**src/rtl/lmb_pkg.sv**
```systemverilog
package lmb_pkg;
    localparam int ADDR_W   = 21;
    localparam int SLOT_W   = 4;
    localparam int SEL_BIT  = 13;
    localparam logic [SLOT_W-1:0] SEL_LAST = 4'd3;
    localparam logic [SLOT_W-1:0] ROW_LAST = 4'd4;
    localparam logic [SLOT_W-1:0] COL_LAST = 4'd7;
    localparam logic [SLOT_W-1:0] END_SLOT = 4'd15;

    localparam logic [ADDR_W-1:0] IDENT_TOP = 21'h00000F;
    localparam logic [ADDR_W-1:0] LOROM_TOP = 21'h00FFFF;
    localparam logic [ADDR_W-1:0] HIROM_BOT = 21'h1F0000;

    typedef enum logic [1:0] {
        RG_IDENT = 2'd0,
        RG_BOOT  = 2'd1,
        RG_DRAM  = 2'd2
    } region_e;

    typedef struct packed {
        logic              refresh;
        logic              write;
        region_e           region;
        logic [ADDR_W-1:0] addr;
    } cyc_t;

    function automatic region_e region_of(input logic [ADDR_W-1:0] a, input logic boot);
        if (a <= IDENT_TOP)
            return RG_IDENT;
        else if (!boot && (a <= LOROM_TOP || a >= HIROM_BOT))
            return RG_BOOT;
        else
            return RG_DRAM;
    endfunction
endpackage

```
**src/rtl/lmb_decode.sv**
```systemverilog
module lmb_decode
    import lmb_pkg::*;
(
    input  logic [ADDR_W-1:0] addr,
    input  logic              boot,
    input  logic              write,
    input  logic              refresh,
    output cyc_t              nxt
);
    always_comb begin
        nxt.refresh = refresh;
        nxt.write   = write & ~refresh;
        nxt.region  = region_of(addr, boot);
        nxt.addr    = addr;
    end
endmodule

```
**src/rtl/lmb_phase.sv**
```systemverilog
module lmb_phase
    import lmb_pkg::*;
(
    input  logic              clk,
    input  logic              rst,
    input  logic              req_valid,
    input  cyc_t              nxt,
    output logic              req_ready,
    output logic              busy,
    output logic              done,
    output logic [SLOT_W-1:0] slot,
    output cyc_t              cur
);
    logic accept;

    assign req_ready = ~busy | (slot == END_SLOT);
    assign accept    = req_valid & req_ready;
    assign done      = busy & (slot == END_SLOT);

    always_ff @(posedge clk) begin
        if (rst) begin
            busy <= 1'b0;
            slot <= '0;
            cur  <= '0;
        end else if (accept) begin
            busy <= 1'b1;
            slot <= '0;
            cur  <= nxt;
        end else if (busy) begin
            if (slot == END_SLOT) begin
                busy <= 1'b0;
                slot <= '0;
            end else begin
                slot <= slot + SLOT_W'(1);
            end
        end
    end

    assert_len_R1: assert property (@(posedge clk) disable iff (rst)
        (busy && slot != END_SLOT) |=> (busy && slot == $past(slot) + SLOT_W'(1)));
    assert_start_R1: assert property (@(posedge clk) disable iff (rst)
        (req_valid && req_ready) |=> (busy && slot == '0));
endmodule

```
**src/rtl/lmb_refresh_ctr.sv**
```systemverilog
module lmb_refresh_ctr #(
    parameter int REF_W = 8
) (
    input  logic             clk,
    input  logic             rst,
    input  logic             step,
    output logic [REF_W-1:0] cnt
);
    always_ff @(posedge clk) begin
        if (rst)
            cnt <= '0;
        else if (step)
            cnt <= cnt + REF_W'(1);
    end

    assert_ref_step_R6: assert property (@(posedge clk) disable iff (rst)
        step |=> (cnt == $past(cnt) + REF_W'(1)));
    assert_ref_hold_R6: assert property (@(posedge clk) disable iff (rst)
        !step |=> $stable(cnt));
endmodule

```
**src/rtl/lmb_strobe.sv**
```systemverilog
module lmb_strobe
    import lmb_pkg::*;
#(
    parameter int MA_W  = 11,
    parameter int REF_W = 8
) (
    input  logic              clk,
    input  logic              rst,
    input  logic              busy,
    input  logic [SLOT_W-1:0] slot,
    input  cyc_t              cur,
    input  logic [REF_W-1:0]  refcnt,
    output logic [MA_W-1:0]   ma,
    output logic              ras_n,
    output logic              cas_n,
    output logic              oe_n,
    output logic              we_n,
    output logic              rom_sel_n,
    output logic              refresh,
    output logic              dir
);
    logic            in_row;
    logic            in_col;
    logic            is_dram;
    logic [MA_W-1:0] row_a;
    logic [MA_W-1:0] col_a;

    assign in_row  = slot <= ROW_LAST;
    assign in_col  = (slot > ROW_LAST) && (slot <= COL_LAST);
    assign is_dram = cur.region == RG_DRAM;
    assign row_a   = MA_W'(cur.addr >> MA_W);
    assign col_a   = cur.addr[MA_W-1:0];

    always_comb begin
        ma        = '0;
        ras_n     = 1'b1;
        cas_n     = 1'b1;
        oe_n      = 1'b1;
        we_n      = 1'b1;
        rom_sel_n = 1'b1;
        refresh   = 1'b0;
        dir       = 1'b0;
        if (busy) begin
            if (cur.refresh) begin
                refresh = 1'b1;
                ma      = MA_W'(refcnt);
                cas_n   = ~in_row;
                ras_n   = ~((slot >= 4'd1) && (slot <= ROW_LAST + 4'd1));
            end else begin
                ma        = in_row ? row_a : col_a;
                ras_n     = ~in_row;
                cas_n     = ~(is_dram && in_col);
                oe_n      = ~(is_dram && !cur.write && !in_row);
                we_n      = ~(cur.write && !in_row);
                dir       = cur.write;
                rom_sel_n = (slot <= SEL_LAST) ? ~((cur.region == RG_BOOT) && !cur.write)
                                               : cur.addr[SEL_BIT];
            end
        end
    end

    assert_oe_we_R8: assert property (@(posedge clk) disable iff (rst)
        !(!oe_n && !we_n));
    assert_cas_rom_R5: assert property (@(posedge clk) disable iff (rst)
        (busy && !cur.refresh && cur.region != RG_DRAM) |-> cas_n);
    assert_ras_cas_R3: assert property (@(posedge clk) disable iff (rst)
        (busy && !cur.refresh) |-> (ras_n || cas_n));
    assert_idle_R11: assert property (@(posedge clk) disable iff (rst)
        !busy |-> (ras_n && cas_n && oe_n && we_n && rom_sel_n && !refresh && !dir));
endmodule

```
**src/rtl/lmb_seq.sv**
```systemverilog
module lmb_seq
    import lmb_pkg::*;
#(
    parameter int MA_W  = 11,
    parameter int REF_W = 8
) (
    input  logic              clk,
    input  logic              rst,
    input  logic              sw_reset,
    input  logic              req_valid,
    output logic              req_ready,
    input  logic [ADDR_W-1:0] req_addr,
    input  logic              req_write,
    input  logic              req_refresh,
    input  logic              boot_mode,
    output logic              done,
    output logic [MA_W-1:0]   ma,
    output logic              ras_n,
    output logic              cas_n,
    output logic              oe_n,
    output logic              we_n,
    output logic              rom_sel_n,
    output logic              refresh,
    output logic              dir,
    output logic              bus_rst_n
);
    cyc_t              nxt;
    cyc_t              cur;
    logic              busy;
    logic [SLOT_W-1:0] slot;
    logic [REF_W-1:0]  refcnt;

    lmb_decode u_dec (
        .addr    (req_addr),
        .boot    (boot_mode),
        .write   (req_write),
        .refresh (req_refresh),
        .nxt     (nxt)
    );

    lmb_phase u_phase (
        .clk       (clk),
        .rst       (rst),
        .req_valid (req_valid),
        .nxt       (nxt),
        .req_ready (req_ready),
        .busy      (busy),
        .done      (done),
        .slot      (slot),
        .cur       (cur)
    );

    lmb_refresh_ctr #(.REF_W(REF_W)) u_ref (
        .clk  (clk),
        .rst  (rst),
        .step (done & cur.refresh),
        .cnt  (refcnt)
    );

    lmb_strobe #(.MA_W(MA_W), .REF_W(REF_W)) u_strb (
        .clk       (clk),
        .rst       (rst),
        .busy      (busy),
        .slot      (slot),
        .cur       (cur),
        .refcnt    (refcnt),
        .ma        (ma),
        .ras_n     (ras_n),
        .cas_n     (cas_n),
        .oe_n      (oe_n),
        .we_n      (we_n),
        .rom_sel_n (rom_sel_n),
        .refresh   (refresh),
        .dir       (dir)
    );

    always_ff @(posedge clk) begin
        if (rst)
            bus_rst_n <= 1'b0;
        else
            bus_rst_n <= ~sw_reset;
    end

    assert_busrst_R10: assert property (@(posedge clk) disable iff (rst)
        sw_reset |=> !bus_rst_n);
    assert_refresh_len_R6: assert property (@(posedge clk) disable iff (rst)
        (refresh && !done) |=> refresh);
endmodule

```
**config.mk**
```make
export PLATFORM = sky130hd
export DESIGN_NAME = lmb_seq
export DESIGN_NICKNAME = d
export VERILOG_FILES = /design/src/rtl/lmb_pkg.sv /design/src/rtl/lmb_decode.sv /design/src/rtl/lmb_phase.sv /design/src/rtl/lmb_refresh_ctr.sv /design/src/rtl/lmb_strobe.sv /design/src/rtl/lmb_seq.sv
export SDC_FILE = /design/constraint.sdc
export NUM_CORES = 1
export LEC_CHECK = 0
export ABC_AREA = 1
export BUFFER_PORTS_ARGS = -buffer_cell sky130_fd_sc_hd__buf_2
export CORE_MARGIN = 4
export CORE_UTILIZATION = 45
export DETAILED_ROUTE_END_ITERATION = 8
export PLACE_DENSITY_LB_ADDON = 0.15
export SLEW_MARGIN = 10
export SYNTH_ARGS = -nofsm -noshare
export SYNTH_HDL_FRONTEND = slang
export SYNTH_HIERARCHICAL = 1
export SYNTH_SLANG_ARGS = --single-unit
```
**constraint.sdc**
```tcl
create_clock -name clk -period 3.1 [get_ports clk]
set_input_delay 0.155 -clock clk [delete_from_list [all_inputs] [get_ports clk]]
set_output_delay 0.155 -clock clk [all_outputs]
set_load 0.03 [all_outputs]
```
==> impl_metrics.tcl <==
set metrics [dict create \
    overflow 0 \
    worstSetupPathType "register to output pin" \
    drt-total-wl_mm 5.41 \
    synthesis.area_um2 2550 \
    place_ws_ns 1.41 \
    fin_crit_sh_pct 63.5 \
    cp_max_fo 53 \
    ys_types 26 \
    ctsHoldBuffers 1 \
    start_util_pct 46.3 \
    critPathCaptureType "output pin" \
    max_cap_violations 0 \
    ys.flop_type "dfxtp_1" \
    grt_util_met3_pct 3.47 \
    drive_above_1_share_pct 17.3 \
    synth_fa_ha_area_share_pct 0.981 \
    r2r_cells 10 \
    ctsHtreeMaxLevel 2 \
    post-cts-setup-buffers 0 \
    hold_slack_ns 0.102 \
    finalSetupTns_ns 0 \
    viasPerCell 4.54 \
    die_x_um 83.3 \
    reg2reg_setup_slack_ns 1.38 \
    area_delta_synth_final_pct 5.84 \
    place_area_um2 2600 \
    muxShareOfSynthArea_pct 0.393 \
    yosys-top-cells-area "dfxtp_1 31%, nand2_1 12%, nand3_1 11%" \
    grt_pass1_vias 2072 \
    clkTransAtPathRegs_ns 0.08 \
    insertion_delay_ns 0.29 \
    yosys.area_share.simple_pct 38.6 \
    yosysWarnings 6 \
    syn_nets 438 \
    timing.rr.end "u_ref/cnt[7]" \
    vias 2263 \
    gp_congestion 0.819 \
    regArea_um2 781 \
    slew_headroom_pct 42.2 \
    core_area_um2 5510 \
    irDropWorstVdd_v 0.000152 \
    leakage_nw 1.37 \
    crit_path_start "u_phase/slot[1]" \
    antenna_found_initial 0 \
    die_area_um2 6930 \
    multi_input_area_um2 1230 \
    post-dp-hpwl_mm 4.10 \
    post_cts_resized 0 \
    grt_usage_pct 16.2 \
    portBuffers 48 \
    drtIter0Drc 104 \
    rows 27 \
    async_reset_ff_share_pct 0 \
    hold_viol 0 \
    hp-class "input port to register" \
    synth-edff-count 0 \
    cts-root-buf "clkbuf_8" \
    yosysMostFrequentCell "nand2_1" \
    cp.arrival_ns 1.81 \
    skew_ns 0.00299 \
    slew_viol_final 0 \
    clockBufferDepth 2 \
    use_met2_pct 24.3 \
    synth_top_family_by_area "simple AND/OR/NAND/NOR gates" \
    crit_end "req_ready" \
    first_pass_iters 4 \
    synth_xor_xnor_area_share_pct 0.343 \
    post_drt_wl_per_cell_um 10.8 \
    hold_path_depth 2 \
    synth_seq_cells 39 \
    synth_compound_area_share_pct 7.95 \
    finalSetupViolCount 0 \
    fillers 595 \
    gr-usage-met1_pct 22.6 \
    min_period_ns 1.97 \
    status "completed" \
    seq_area_frac_synth_pct 30.6 \
    tightest_slew_ns 0.867 \
    yosysTopAreaCellShare_pct 30.6 \
    nets 456 \
    ios 49 \
    cp.required_ns 2.94 \
    grt.busiest_layer "met2" \
    timing.rr.start "u_phase/slot[1]" \
    drc 0 \
    yosys.area.top_type "dfxtp_1" \
    grt_first_pass_wirelength_mm 9.50 \
    clkSinkCount 39 \
    syn-instance-count 408 \
    num_antenna_cells 0 \
    clock.fmax_mhz 508 \
    rsz0062_at_grt "false" \
    die_y_um 83.3 \
    netlist_top_cells_count "81 x nand2_1, 64 x inv_1, 58 x nand3_1, 58 x nor2_1, 39 x dfxtp_1" \
    postRouteAntennaNets 0 \
    worst_slack_ns 1.13 \
    cts_tree "done" \
    avgSynthCellArea_um2 6.25 \
    p_per_area_nw_per_um2 398 \
    final_area_um2 2700 \
    cp-start-kind "register" \
    grt_max_degree 54 \
    cts_made_buffers 5 \
]
flip-flops by register name, summed over array words and instances, names as in the netlist:
name	cells
u_phase/busy	1
u_phase/cur	25
bus_rst_n	1
u_phase/slot	4
u_ref/cnt	8
layer usage:
layer / part of all wire [%] / vias to the layer above
met1: 52 / 942
met2: 42 / 44
met3: 4.5 / 4
li1: - / 1273
met4: 1.4 / 0
met5: 0 / -
power by group:
group          internal (mW)  switching, mW
registers              0.529         0.0200
clock network          0.156          0.183
logic                 0.0654          0.119
critical path: stages (launching register included):
cell and delay (ns):
dfxtp_1 0.40, ha_1 0.23, nand3_2 0.14, nand2_4 0.43, buf_2 0.30
kinds of logic after synthesis:
kind of cell    Yosys count
xor+xnor                  1
flops                    39
compound gates           40
mux                       1
buf+inv                 107
fa+ha+maj                 2
simple gates            218
cells in the final DEF, fill, tap and decap left out, types with 2 or more instances in the layout:
cell,instances
inv_1,64
nand3_1,58
ha_1,2
nor3_1,2
nand2_4,4
nor2_2,5
buf_2,48
dfxtp_1,39
nand2_1,81
nand2_2,2
nor2_1,58
nor2_4,2
nand3_2,3
a21oi_1,33
inv_2,2
clkinv_1,3
o21ai_0,6
clkbuf_8,5
clkinvlp_4,2
worst min-delay path by stage:
stage	startpoint	endpoint	slack, ns
final	rst	bus_rst_n	0.10
after floorplan	sw_reset	bus_rst_n	0.22
after detailed placement	sw_reset	bus_rst_n	0.31
after global routing	rst	bus_rst_n	0.1
after CTS	rst	bus_rst_n	0.09
after global placement	sw_reset	bus_rst_n	0.31
cell type report:
| type | instances | share of cell area, % |
|---|---|---|
| well taps | 72 | 3.34 |
| inverters | 69 | 9.60 |
| clock buffers | 5 | 2.55 |
| clock inverters | 3 | 0.742 |
| repair buffers | 49 | 9.27 |
| multi-input cells | 262 | 45.6 |
| flip-flops and latches | 39 | 28.9 |
metrics by stage:
stage	cells	util (%)	power, mW
detailed placement	490	47.2	0.746
global placement	490	47.2	0.745
CTS	499	49.0	1.09
floorplan	408	-	0.719
finish	499	49.0	1.07
global route	499	49.0	1.14
No activity file was read; power rests on OpenSTA's default activity.
